File: src/rtl/mdma_pkg.sv
package mdma_pkg;

  // strobes from control to datapath
  typedef struct packed {
    logic wordRd;
    logic wordWr;
  } dpStrobe_t;

  typedef enum logic [1:0] {
    ST_IDLE,
    ST_ARM,
    ST_REQ,
    ST_DRAIN
  } hsState_t;

endpackage

File: src/rtl/mdma_ctrl.sv
module mdma_ctrl
  import mdma_pkg::*;
#(
  parameter int CNT_W       = 16,
  parameter int BURST_WORDS = 4
) (
  input  logic             clk,
  input  logic             rstN,
  input  logic             startP,
  input  logic             dirToHost,
  input  logic [CNT_W-1:0] wordCount,
  input  logic             bufReady,
  input  logic             dmaAckN,
  input  logic             hostRdN,
  input  logic             hostWrN,
  output logic             dmaReq,
  output logic             doneP,
  output logic             errPulse,
  output logic             rdPath,
  output dpStrobe_t        strb
);
  localparam int BC_W = $clog2(BURST_WORDS + 1);

  hsState_t         state;
  logic [CNT_W-1:0] remaining;
  logic [BC_W-1:0]  burstCnt;
  logic             dirRdQ;
  logic             prevRdN, prevWrN;
  logic             rdEdge, wrEdge, dirEdge, anyEdge, ackOn, active;
  logic             wordMove, lastWord, burstFull;

  assign ackOn     = (dmaAckN == 1'b0);
  assign active    = (state != ST_IDLE);
  assign rdEdge    = !prevRdN && hostRdN;
  assign wrEdge    = !prevWrN && hostWrN;
  assign anyEdge   = rdEdge || wrEdge;
  assign dirEdge   = dirRdQ ? rdEdge : wrEdge;
  assign wordMove  = (state == ST_REQ) && ackOn && dirEdge;
  assign lastWord  = (remaining == CNT_W'(1));
  assign burstFull = (burstCnt == BC_W'(BURST_WORDS - 1));

  assign dmaReq      = (state == ST_REQ);
  assign rdPath      = active && dirRdQ;
  assign strb.wordRd = wordMove && dirRdQ;
  assign strb.wordWr = wordMove && !dirRdQ;

  always_ff @(posedge clk) begin
    if (!rstN) begin
      prevRdN <= 1'b1;
      prevWrN <= 1'b1;
    end else begin
      prevRdN <= hostRdN;
      prevWrN <= hostWrN;
    end
  end

  always_ff @(posedge clk) begin
    if (!rstN) begin
      state     <= ST_IDLE;
      remaining <= '0;
      burstCnt  <= '0;
      dirRdQ    <= 1'b0;
      doneP     <= 1'b0;
      errPulse  <= 1'b0;
    end else begin
      doneP    <= 1'b0;
      errPulse <= active && !ackOn && anyEdge;
      unique case (state)
        ST_IDLE: begin
          if (startP && (wordCount != '0)) begin
            remaining <= wordCount;
            dirRdQ    <= dirToHost;
            state     <= ST_ARM;
          end
        end
        ST_ARM: begin
          if (bufReady) begin
            burstCnt <= '0;
            state    <= ST_REQ;
          end
        end
        ST_REQ: begin
          if (wordMove) begin
            remaining <= remaining - CNT_W'(1);
            burstCnt  <= burstCnt + BC_W'(1);
            if (lastWord) begin
              doneP <= 1'b1;
              state <= ST_IDLE;
            end else if (burstFull) begin
              state <= ST_DRAIN;
            end
          end
        end
        ST_DRAIN: begin
          if (!ackOn) state <= ST_ARM;
        end
        default: state <= ST_IDLE;
      endcase
    end
  end

  // request only falls after the acknowledge was seen
  a_r3_req_holds: assert property (@(posedge clk) disable iff (!rstN)
    $fell(dmaReq) |-> $past(dmaAckN == 1'b0));

  // done arrives with the request already down, right after it was up
  a_r6_done_req_low: assert property (@(posedge clk) disable iff (!rstN)
    doneP |-> (!dmaReq && $past(dmaReq)));

  // an error is only flagged for a strobe without acknowledge
  a_r7_err_no_ack: assert property (@(posedge clk) disable iff (!rstN)
    errPulse |-> $past(dmaAckN));

  // idle never raises the request in the next cycle
  a_r8_idle_quiet: assert property (@(posedge clk) disable iff (!rstN)
    (state == ST_IDLE) |=> !dmaReq);

  // burst counter never exceeds the burst limit while requesting
  a_r5_burst_bound: assert property (@(posedge clk) disable iff (!rstN)
    dmaReq |-> (burstCnt < BC_W'(BURST_WORDS)));

endmodule

File: src/rtl/mdma_datapath.sv
module mdma_datapath
  import mdma_pkg::*;
#(
  parameter int DATA_W = 16
) (
  input  logic              clk,
  input  logic              rstN,
  input  dpStrobe_t         strb,
  input  logic              rdPath,
  input  logic              hostWrN,
  input  logic [DATA_W-1:0] hostDataIn,
  input  logic [DATA_W-1:0] bufRdData,
  output logic [DATA_W-1:0] hostDataOut,
  output logic              bufRdEn,
  output logic              bufWrEn,
  output logic [DATA_W-1:0] bufWrData
);
  logic [DATA_W-1:0] wrCap;

  // hold the last word seen while the write strobe is low
  always_ff @(posedge clk) begin
    if (!rstN)         wrCap <= '0;
    else if (!hostWrN) wrCap <= hostDataIn;
  end

  assign bufWrEn     = strb.wordWr;
  assign bufWrData   = wrCap;
  assign bufRdEn     = strb.wordRd;
  assign hostDataOut = rdPath ? bufRdData : '0;

  // one direction of buffer access per cycle
  a_r4_one_dir: assert property (@(posedge clk) disable iff (!rstN)
    $onehot0({bufRdEn, bufWrEn}));

endmodule

File: src/rtl/mdma_handshake.sv
module mdma_handshake
  import mdma_pkg::*;
#(
  parameter int CNT_W       = 16,
  parameter int DATA_W      = 16,
  parameter int BURST_WORDS = 4
) (
  input  logic              clk,
  input  logic              rstN,
  input  logic              startP,
  input  logic              dirToHost,
  input  logic [CNT_W-1:0]  wordCount,
  input  logic              bufReady,
  output logic              dmaReq,
  input  logic              dmaAckN,
  input  logic              hostRdN,
  input  logic              hostWrN,
  input  logic [DATA_W-1:0] hostDataIn,
  output logic [DATA_W-1:0] hostDataOut,
  output logic              bufRdEn,
  input  logic [DATA_W-1:0] bufRdData,
  output logic              bufWrEn,
  output logic [DATA_W-1:0] bufWrData,
  output logic              doneP,
  output logic              errPulse
);
  dpStrobe_t strb;
  logic      rdPath;

  mdma_ctrl #(.CNT_W(CNT_W), .BURST_WORDS(BURST_WORDS)) ctrl_i (
    .clk(clk), .rstN(rstN), .startP(startP), .dirToHost(dirToHost),
    .wordCount(wordCount), .bufReady(bufReady), .dmaAckN(dmaAckN),
    .hostRdN(hostRdN), .hostWrN(hostWrN), .dmaReq(dmaReq), .doneP(doneP),
    .errPulse(errPulse), .rdPath(rdPath), .strb(strb)
  );

  mdma_datapath #(.DATA_W(DATA_W)) dp_i (
    .clk(clk), .rstN(rstN), .strb(strb), .rdPath(rdPath), .hostWrN(hostWrN),
    .hostDataIn(hostDataIn), .bufRdData(bufRdData), .hostDataOut(hostDataOut),
    .bufRdEn(bufRdEn), .bufWrEn(bufWrEn), .bufWrData(bufWrData)
  );

  // nothing is asserted during reset
  a_r1_reset_quiet: assert property (@(posedge clk)
    !rstN |=> !dmaReq && !doneP && !errPulse);

endmodule

File: config.mk
export PLATFORM = sky130hd
export DESIGN_NAME = mdma_handshake
export DESIGN_NICKNAME = d
export VERILOG_FILES = /design/src/rtl/mdma_pkg.sv /design/src/rtl/mdma_ctrl.sv /design/src/rtl/mdma_datapath.sv /design/src/rtl/mdma_handshake.sv
export SDC_FILE = /design/constraint.sdc
export NUM_CORES = 1
export LEC_CHECK = 0
export CORE_ASPECT_RATIO = 2
export CORE_MARGIN = 1
export CORE_UTILIZATION = 35
export CTS_BUF_LIST = sky130_fd_sc_hd__clkbuf_4
export CTS_CLUSTER_DIAMETER = 50
export DETAILED_ROUTE_END_ITERATION = 10
export DONT_BUFFER_PORTS = 1
export PLACE_DENSITY = 0.54
export REMOVE_ABC_BUFFERS = 1
export SETUP_SLACK_MARGIN = 0.3
export SLEW_MARGIN = 10
export SYNTH_ARGS = -nofsm -noshare
export SYNTH_HDL_FRONTEND = slang
export SYNTH_HIERARCHICAL = 1
export SYNTH_SLANG_ARGS = --single-unit
File: constraint.sdc
create_clock -name clk -period 3.2 [get_ports clk]
set_input_delay 0.16 -clock clk [delete_from_list [all_inputs] [get_ports clk]]
set_output_delay 0.16 -clock clk [all_outputs]
set_load 0.05 [all_outputs]
==> impl_metrics.py, run 1 <==
metrics = {
    "timing": {
        "maxSlewHeadroom_pct": 35.0,
        "clock.fmax_mhz": 409,
        "min_period_over_period_pct": 76.4,
        "timing_hold_violations_final": 0,
        "slew_violations": 0,
        "final-setup-viol-count": 0,
        "timing_worst_slew_pin_value_ps": 972,
        "fin_worst_skew_ps": 7.81,
        "rsz0062_at_grt": "no",
        "final.min_clock_period_ps": 2440,
        "setup_tns_ps": 0,
    },
    "synthesis": {
        "yosysUniqueCellTypes": 58,
        "syn-mean-instance-area_um2": 8.57,
        "synth-warning-count": 6,
        "async_set_reset_flop_share_out_of_synthesis_pct": 0,
        "synth_area_um2": 2440,
        "synth_top_cell_by_area": "sky130_fd_sc_hd__dfxtp_1",
        "synth_commonest_cells": "sky130_fd_sc_hd__dfxtp_1 (42), sky130_fd_sc_hd__nand2_1 (23), sky130_fd_sc_hd__nor2b_1 (21)",
        "synth-seq-cells": 42,
        "yosys-top-cells-area": "sky130_fd_sc_hd__dfxtp_1 (34%), sky130_fd_sc_hd__mux2i_1 (7.8%), sky130_fd_sc_hd__nor2b_1 (5.4%), sky130_fd_sc_hd__a21oi_1 (4.1%), sky130_fd_sc_hd__and2_1 (4.1%)",
        "synth_top_area_share_pct": 34.4,
        "ys_seq_area_share_pct": 34.4,
        "dominantRegCellSynth": "sky130_fd_sc_hd__dfxtp_1",
        "post-synth-top-count-cell": "sky130_fd_sc_hd__dfxtp_1",
        "synth_edf_count": 0,
        "synth_cells": 285,
    },
    "drt": {
        "final_wirelength_um": 6230,
        "avgRoutedWirePerCell_um": 16.1,
        "vias_per_cell": 5.53,
        "detail_route.first_pass.iterations": 4,
        "drt_first_iter_violations": 103,
        "ant_nets": 0,
        "vias": 2145,
        "route.detailed.drc": 0,
    },
    "global_routing": {
        "groute.usage.overall_pct": 17.7,
        "grt_first_pass_wirelength_um": 9600,
        "via_count_of_the_first_global_routing_pass": 2108,
        "largest_net_degree_at_the_start_of_global_routing": 39,
        "grt_antenna_before_repair": 1,
        "globalRoute.totalOverflow": 0,
    },
    "cts": {
        "cts-resized-gates": 0,
        "tritoncts": "yes",
        "insertion_delay_ps": 370,
        "htreeDepth": 2,
        "cts_sinks": 42,
        "ctsHoldBuffers": 22,
        "clk_root_buffer_cell": "sky130_fd_sc_hd__clkbuf_4",
        "post-cts-setup-buffer-count": 0,
        "worst_setup_hold_path_clk_slew_ps": 140,
        "numCtsBuffers": 5,
        "max-clock-path-buffers": 2,
    },
    "flow_run": {
        "max-cap-violations": 0,
    },
    "pwr": {
        "power.leakage_nw": 1.06,
        "p_seq_share_pct": 43.7,
        "pwr_density_cell_nw_per_um2": 607,
        "share_clk_of_total_power_pct": 17.4,
        "net_switching_uw": 723,
        "combinationalPowerShare_pct": 39.0,
        "p_sw_share_pct": 43.6,
        "vdd_ir_drop_max_mv": 0.345,
        "internal-power_uw": 934,
    },
    "die": {
        "design.core.area_um2": 6670,
        "die_h_um": 120,
        "placement_rows": 42,
        "initial_utilization_pct": 36.6,
        "io_pins": 93,
        "die_width_um": 61.1,
        "floorplan.die_area_um2": 7330,
    },
    "final_layout": {
        "final_cell_count_no_fill": 388,
        "layout-area-overhead-vs-synth_pct": 11.9,
        "num-nets-final": 362,
        "final_layout_size_suffix_gt1_share_pct": 7.02,
    },
    "critical_path": {
        "critical_path_required_ps": 3040,
        "timing.setup.critical_path_class": "flip-flop to output port",
        "worstSetupStartpointType": "flip-flop",
        "critical_path.top_delay_family": "simple AND/OR/NAND/NOR gates",
        "worstPathCellList": "or3b_2 -> a21oi_1 -> and3_1",
        "crit_path_max_incr_delay_ps": 580,
        "critPathMaxFanout": 6,
        "critical_path_end_type": "output port",
        "timing.critical_path.arrival_ps": 2280,
        "cp_num_buf_inv": 0,
        "timing.critical_path.slowest_stage_cell": "sky130_fd_sc_hd__and3_1",
    },
    "placement": {
        "dp_cells": 357,
        "gp_congestion": 0.773,
        "io_buffer_count": 0,
        "dp_hpwl_um": 4360,
    },
    "outcome": {
        "run_status": "complete, no violations",
    },
    "min_path": {
        "min-delay-path-class": "primary input to flip-flop",
    },
}
[layer usage]
metal | up-vias | global-route usage [%] | wire (um)
met5 | - | 0 | 0
met4 | 0 | 8.81 | 194
met3 | 14 | 4.96 | 394
met2 | 98 | 31.9 | 3330
met1 | 980 | 17.3 | 2310
li1 | 1053 | - | -
[through the flow]
step | hold WS (ps) | utilization (%) | power, mW | instance area [um2] | setup slack, ps
2_1_floorplan | 229 | - | 1.19 | 2300 | -273
5_1_grt | 13.9 | 40.9 | 1.77 | 2730 | 513
3_5_place_dp | 239 | 36.5 | 1.34 | 2440 | 871
6_report | 20.2 | 40.9 | 1.66 | 2730 | 756
3_3_place_gp | 239 | 36.5 | 1.34 | 2440 | 919
4_1_cts | 5.72 | 40.9 | 1.67 | 2730 | 714
[path summary, 6_finish.rpt]
| kind | start | to | slack (ps) | cells past startpoint |
|---|---|---|---|---|
| max | ctrl_i/dirRdQ | bufRdEn | 760 | 3 |
| min | wordCount[5] | ctrl_i/remaining[5] | 20 | 2 |
| max reg2reg | ctrl_i/remaining[2] | ctrl_i/remaining[14] | 860 | 5 |
| min reg2reg | ctrl_i/remaining[10] | ctrl_i/remaining[10] | 490 | 2 |
[worst register-to-register path: stages, from the launching register on]
cell and delay [ps]:
sky130_fd_sc_hd__dfxtp_1 390, sky130_fd_sc_hd__or4_4 560, sky130_fd_sc_hd__or3_1 420, sky130_fd_sc_hd__or4b_1 530, sky130_fd_sc_hd__a311oi_1 270, sky130_fd_sc_hd__a31o_1 130
[logic make-up (layout without fill, tap and decap cells)]
| logic type | count (synthesis) | after routing | share of synthesized area (%) |
|---|---|---|---|
| AOI/OAI and AO/OA | 71 | 71 | 19.8 |
| adders and majority gates | 8 | 8 | 4.10 |
| buffers and inverters | 33 | 47 | 8.05 |
| DFF | 42 | 42 | 34.4 |
| muxes | 20 | 20 | 8.25 |
| other | 0 | 1 | 0 |
| and+or+nand+nor | 111 | 111 | 25.3 |
[power groups by stage]
stage / registers, mW / clock network, mW / logic, mW
CTS: 0.722 / 0.304 / 0.646
floorplan: 0.710 / 0 / 0.478
global placement: 0.733 / 0 / 0.606
global route: 0.732 / 0.325 / 0.711
detailed placement: 0.734 / 0 / 0.609
finish: 0.723 / 0.288 / 0.646
[area by class of cell]
class,count,area [um2]
fill,698,3940
multi-input combinational,210,1410
sequential,42,841
timing repair buffer,25,253
tap,88,110
inverter,14,52.6
clock buffer,5,37.5
clock inverter,3,25.0
antenna,1,2.50
[placed cells by master, fill, tap and decap left out, drive strengths merged, types with 3 or more instances in the layout]
cell type / synthesis / routed
nand2: 23 / 23
buf: 7 / 4
a21oi: 20 / 20
o21ai: 10 / 10
nor4: 9 / 9
o32ai: 6 / 6
or3: 3 / 3
nand3: 3 / 3
nand2b: 3 / 3
ha: 8 / 8
nor2: 11 / 11
nor3: 6 / 6
clkbuf: 12 / 5
and3: 5 / 5
mux2i: 19 / 19
inv: 14 / 15
o31ai: 3 / 3
a21o: 3 / 3
and2: 16 / 16
o211ai: 5 / 5
nor2b: 21 / 21
dlygate4sd3: 0 / 21
o22ai: 3 / 3
dfxtp: 42 / 42
[registers in the layout, indices dropped and copies added, names as in the netlist]
name,cells
ctrl_i/burstCnt,3
ctrl_i/prevWrN,1
dp_i/bufWrData,16
ctrl_i/remaining,16
ctrl_i/doneP,1
ctrl_i/state,2
ctrl_i/dirRdQ,1
ctrl_i/prevRdN,1
ctrl_i/errPulse,1
(Power assumes the default switching activity.)
==> inputs of run 2 (changes only) <==
==> constraint.sdc (replaced) <==
create_clock -name clk -period 2.4 [get_ports clk]
set_input_delay 0.12 -clock clk [delete_from_list [all_inputs] [get_ports clk]]
set_output_delay 0.12 -clock clk [all_outputs]
set_load 0.05 [all_outputs]
==> impl_metrics.py, run 2 (synthesis results as in run 1) <==
metrics = {
    "global_routing": {
        "grt.busiest_layer": "met2",
        "grt_util_met3_pct": 3.88,
        "grt_first_pass_wirelength_um": 10600,
        "largest_net_degree_at_the_start_of_global_routing": 39,
        "grt.met2_usage_pct": 37.1,
        "via_count_of_the_first_global_routing_pass": 2325,
        "globalRoute.totalOverflow": 0,
        "groute.usage.overall_pct": 19.3,
        "grt_antenna_before_repair": 0,
        "gr-usage-met1_pct": 17.5,
    },
    "drt": {
        "vias": 2280,
        "vias_per_cell": 5.56,
        "detail_route.first_pass.iterations": 4,
        "drt_first_iter_violations": 56,
        "avgRoutedWirePerCell_um": 16.4,
        "ant_nets": 0,
        "final_wirelength_um": 6710,
        "route.detailed.drc": 0,
    },
    "cts": {
        "clk_root_buffer_cell": "sky130_fd_sc_hd__clkbuf_4",
        "max-clock-path-buffers": 2,
        "insertion_delay_ps": 370,
        "tritoncts": "yes",
        "numCtsBuffers": 5,
        "htreeDepth": 2,
        "worst_setup_hold_path_clk_slew_ps": 150,
        "cts_sinks": 42,
    },
    "pwr": {
        "power.leakage_nw": 1.19,
        "vdd_ir_drop_max_mv": 0.568,
        "pwr_density_cell_nw_per_um2": 784,
    },
    "die": {
        "initial_utilization_pct": 36.6,
        "floorplan.die_area_um2": 7330,
        "die_width_um": 61.1,
        "io_pins": 93,
        "design.core.area_um2": 6670,
        "die_h_um": 120,
        "placement_rows": 42,
    },
    "placement": {
        "gp_congestion": 0.762,
        "dp_hpwl_um": 4580,
        "io_buffer_count": 0,
    },
    "critical_path": {
        "crit_path_max_incr_delay_ps": 530,
        "critical_path_end_type": "flip-flop",
        "worstPathCellList": "or4_4 -> or3_4 -> buf_4 -> o41ai_2 -> a311oi_2 -> a31o_1",
        "timing.setup.critical_path_class": "flip-flop to flip-flop",
        "worstSetupStartpointType": "flip-flop",
        "timing.critical_path.slowest_stage_cell": "sky130_fd_sc_hd__or4_4",
        "critPathMaxFanout": 5,
        "critical_path_required_ps": 2690,
        "timing.critical_path.arrival_ps": 2380,
    },
    "timing": {
        "min_period_over_period_pct": 86.9,
        "final.min_clock_period_ps": 2090,
        "fin_worst_skew_ps": 15.8,
        "timing_worst_slew_pin_value_ps": 957,
        "maxSlewHeadroom_pct": 36.0,
        "slew_violations": 0,
        "clock.fmax_mhz": 479,
        "timing_hold_violations_final": 0,
        "setup_tns_ps": 0,
        "final-setup-viol-count": 0,
        "rsz0062_at_grt": "yes",
    },
    "final_layout": {
        "final_layout_size_suffix_gt1_share_pct": 18.9,
        "filler_cell_count": 671,
        "mostFrequentLayoutCell": "sky130_fd_sc_hd__dfxtp_1",
        "seqCellArea_um2": 848,
        "finalCoreUtilization_pct": 45.2,
        "multi_input_area_um2": 1470,
        "num-nets-final": 385,
        "layout-area-overhead-vs-synth_pct": 23.6,
        "layout.cells.most_common_list": "sky130_fd_sc_hd__dfxtp_1 (38), sky130_fd_sc_hd__dlygate4sd3_1 (32), sky130_fd_sc_hd__nand2_1 (23)",
        "antenna-diode-count": 0,
    },
    "outcome": {
        "run_status": "complete, no violations",
    },
    "flow_run": {
        "max-cap-violations": 0,
    },
    "min_path": {
        "min-delay-path-class": "primary input to flip-flop",
    },
}
[run 2: metal layers]
layer / up-vias / routed length (um)
met5: - / 0
met4: 0 / 197
met3: 15 / 369
met2: 104 / 3760
met1: 1059 / 2380
li1: 1102 / -
[run 2: timing repair]
| item | in CTS | in global routing |
|---|---|---|
| setup buffers | 2 | 2 |
| gates resized for setup | 9 | 23 |
| pin swaps | 4 | 2 |
| hold buffers | 33 | 0 |
| setup endpoints to repair | 3 | 21 |
| endpoints found under the hold margin | 36 | 0 |
[run 2: power by group]
| group | switching (mW) | internal [mW] |
|---|---|---|
| clock | 0.266 | 0.120 |
| combinational | 0.582 | 0.433 |
| sequential | 0.160 | 0.803 |
[run 2: critical path: cells and delay by family, from the launching register on]
family | cells | cell delay, ps
AND/OR/NAND/NOR | 2 | 870
AO/OA/AOI/OAI | 3 | 640
flip-flops | 1 | 350
buffers and inverters | 1 | 160
[run 2: final timing paths]
| check | startpoint | end | slack, ps | cells after the start |
|---|---|---|---|---|
| worst min register to register | ctrl_i/remaining[10] | ctrl_i/remaining[10] | 490 | 2 |
| worst min-delay path | bufReady | ctrl_i/burstCnt[2] | 20 | 3 |
| worst max-delay path | ctrl_i/remaining[3] | ctrl_i/remaining[14] | 310 | 6 |
| worst max register to register | ctrl_i/remaining[3] | ctrl_i/remaining[14] | 310 | 6 |
[run 2: cell type report]
| type | count | area share, % |
|---|---|---|
| clock buffer | 5 | 1.24 |
| sequential | 42 | 28.1 |
| multi-input combinational | 210 | 48.9 |
| inverter | 14 | 1.74 |
| clock inverter | 3 | 0.830 |
| timing repair buffer | 48 | 15.6 |
| tap | 88 | 3.65 |
[run 2: per-stage QoR]
| step | std cells | worst slack, ps | cell area [um2] | hold WS [ps] | power (mW) |
|---|---|---|---|---|---|
| 5_1_grt | 410 | 246 | 3020 | 14.0 | 2.53 |
| 3_3_place_gp | 365 | 231 | 2510 | 200 | 1.83 |
| 2_1_floorplan | 266 | -1070 | 2300 | 189 | 1.58 |
| 4_1_cts | 408 | 299 | 2950 | 6.43 | 2.35 |
| 3_5_place_dp | 365 | 212 | 2510 | 199 | 1.84 |
| 6_report | 410 | 314 | 3020 | 17.8 | 2.36 |
==> inputs of run 3 (changes only) <==
--- a/config.mk
+++ b/config.mk
@@ -12,6 +12,7 @@
 export CTS_CLUSTER_DIAMETER = 50
 export DETAILED_ROUTE_END_ITERATION = 10
 export DONT_BUFFER_PORTS = 1
+export GPL_TIMING_DRIVEN = 0
 export PLACE_DENSITY = 0.54
 export REMOVE_ABC_BUFFERS = 1
 export SETUP_SLACK_MARGIN = 0.3
==> impl_metrics.py, run 3 (synthesis results as in run 1) <==
metrics = {
    "outcome": {
        "run_status": "complete, no violations",
    },
    "cts": {
        "max-clock-path-buffers": 2,
        "numCtsBuffers": 5,
        "insertion_delay_ps": 380,
        "tritoncts": "yes",
        "htreeDepth": 2,
        "clk_root_buffer_cell": "sky130_fd_sc_hd__clkbuf_4",
        "cts_sinks": 42,
        "worst_setup_hold_path_clk_slew_ps": 140,
    },
    "flow_run": {
        "max-cap-violations": 0,
    },
    "critical_path": {
        "worstSetupStartpointType": "flip-flop",
        "timing.critical_path.slowest_stage_cell": "sky130_fd_sc_hd__or4_4",
        "critPathMaxFanout": 3,
        "timing.setup.critical_path_class": "flip-flop to flip-flop",
        "critical_path.top_delay_family": "simple AND/OR/NAND/NOR gates",
        "crit_path_max_incr_delay_ps": 550,
        "critical_path_required_ps": 2730,
        "cp_num_buf_inv": 0,
        "critical_path_end_type": "flip-flop",
        "worstPathCellList": "or4_4 -> or3_4 -> or4b_4 -> a311oi_2 -> a31o_1",
        "timing.critical_path.arrival_ps": 2490,
    },
    "pwr": {
        "p_seq_share_pct": 38.6,
        "p_sw_share_pct": 44.1,
        "internal-power_mw": 1.40,
        "net_switching_mw": 1.10,
        "share_clk_of_total_power_pct": 15.7,
        "power.leakage_nw": 1.18,
        "pwr_density_cell_nw_per_um2": 809,
        "combinationalPowerShare_pct": 45.7,
        "vdd_ir_drop_max_mv": 0.598,
    },
    "timing": {
        "min_period_over_period_pct": 90.1,
        "final.min_clock_period_ps": 2160,
        "rsz0062_at_grt": "yes",
        "timing_worst_slew_pin_value_ps": 967,
        "slew_violations": 0,
        "fin_worst_skew_ps": 9.25,
        "clock.fmax_mhz": 463,
        "timing_hold_violations_final": 0,
        "final-setup-viol-count": 0,
        "maxSlewHeadroom_pct": 35.3,
        "worst_slack_ps": 238,
    },
    "global_routing": {
        "groute.usage.overall_pct": 19.0,
        "largest_net_degree_at_the_start_of_global_routing": 39,
        "globalRoute.totalOverflow": 0,
        "grt_antenna_before_repair": 1,
        "via_count_of_the_first_global_routing_pass": 2205,
        "grt_first_pass_wirelength_um": 10300,
    },
    "die": {
        "design.core.area_um2": 6670,
        "die_width_um": 61.1,
        "initial_utilization_pct": 36.6,
        "placement_rows": 42,
        "die_h_um": 120,
        "io_pins": 93,
        "floorplan.die_area_um2": 7330,
    },
    "final_layout": {
        "layout-area-overhead-vs-synth_pct": 26.8,
        "final_layout_size_suffix_gt1_share_pct": 20.1,
        "mostFrequentLayoutCell": "sky130_fd_sc_hd__dfxtp_1",
        "stdcell_area_um2": 3090,
        "num-nets-final": 381,
        "final_cell_count_no_fill": 407,
        "layout.cells.most_common_list": "sky130_fd_sc_hd__dfxtp_1 (38), sky130_fd_sc_hd__dlygate4sd3_1 (33), sky130_fd_sc_hd__nand2_1 (22)",
    },
    "drt": {
        "ant_nets": 0,
        "route.detailed.drc": 0,
        "avgRoutedWirePerCell_um": 17.0,
        "detail_route.first_pass.iterations": 4,
        "vias": 2280,
        "vias_per_cell": 5.60,
        "final_wirelength_um": 6920,
        "drt_first_iter_violations": 76,
    },
    "placement": {
        "gp_congestion": 0.770,
        "place_area_um2": 2450,
        "dp_cells": 355,
        "dp_hpwl_um": 4260,
        "io_buffer_count": 0,
        "dp_worst_setup_slack_ps": -36.1,
    },
    "min_path": {
        "min-delay-path-class": "primary input to flip-flop",
    },
}
-- run 3: changes by cell type in the layout (fill, tap and decap cells not counted), sizes merged --
cell         delta
buf             -7
o221ai          +2
diode           +1
dlygate4sd3     +1
-- run 3: repair_timing --
action / CTS / global route
endpoints found under the setup margin: 35 / 35
buffers inserted: 7 / 0
resized for setup: 32 / 21
hold buffers: 34 / 0
gates cloned: 1 / 1
pin swaps: 7 / 1
endpoints found under the hold margin: 38 / 0
-- run 3: power by group through the flow --
stage	sequential, mW	combinational (mW)	clock [mW]
3_3_place_gp	0.973	0.802	0
6_report	0.966	1.14	0.394
5_1_grt	0.982	1.25	0.434
3_5_place_dp	0.976	0.831	0
2_1_floorplan	0.946	0.637	0
4_1_cts	0.959	1.04	0.409
-- run 3: layout make-up --
type                       count  area [um2]
antenna                        1        2.50
clock buffer                   5        37.5
clock inverter                 3        25.0
fill                         672        3580
inverter                      14        57.6
multi-input combinational    212        1590
sequential                    42         848
tap                           88         110
timing repair buffer          42         423
-- run 3: stage by stage --
step	util, %	TNS, ps	hold WS (ps)	power [mW]
global placement	36.1	-38730	201	1.78
detailed placement	36.7	-45.6	205	1.81
finish	46.4	0	22.0	2.50
global route	46.4	0	28.7	2.67
CTS	45.0	0	17.0	2.41
floorplan	-	-16040	189	1.58
-- run 3: per-layer routing --
layer	GRT usage, %	vias up	share of wire (%)	wire length [um]
li1	-	1098	-	-
met1	18.5	1063	36	2500
met2	35.2	105	55	3830
met3	3.66	14	5.5	379
met4	9.66	0	2.9	202
met5	0	-	0	0
-- run 3: path summary, 6_finish.rpt --
| kind | from | end | slack [ps] | cells past startpoint |
|---|---|---|---|---|
| worst max-delay path | ctrl_i/remaining[5] | ctrl_i/remaining[14] | 240 | 5 |
| worst min register to register | ctrl_i/remaining[10] | ctrl_i/remaining[10] | 490 | 2 |
| worst max register to register | ctrl_i/remaining[5] | ctrl_i/remaining[14] | 240 | 5 |
| worst min-delay path | wordCount[1] | ctrl_i/remaining[1] | 20 | 2 |
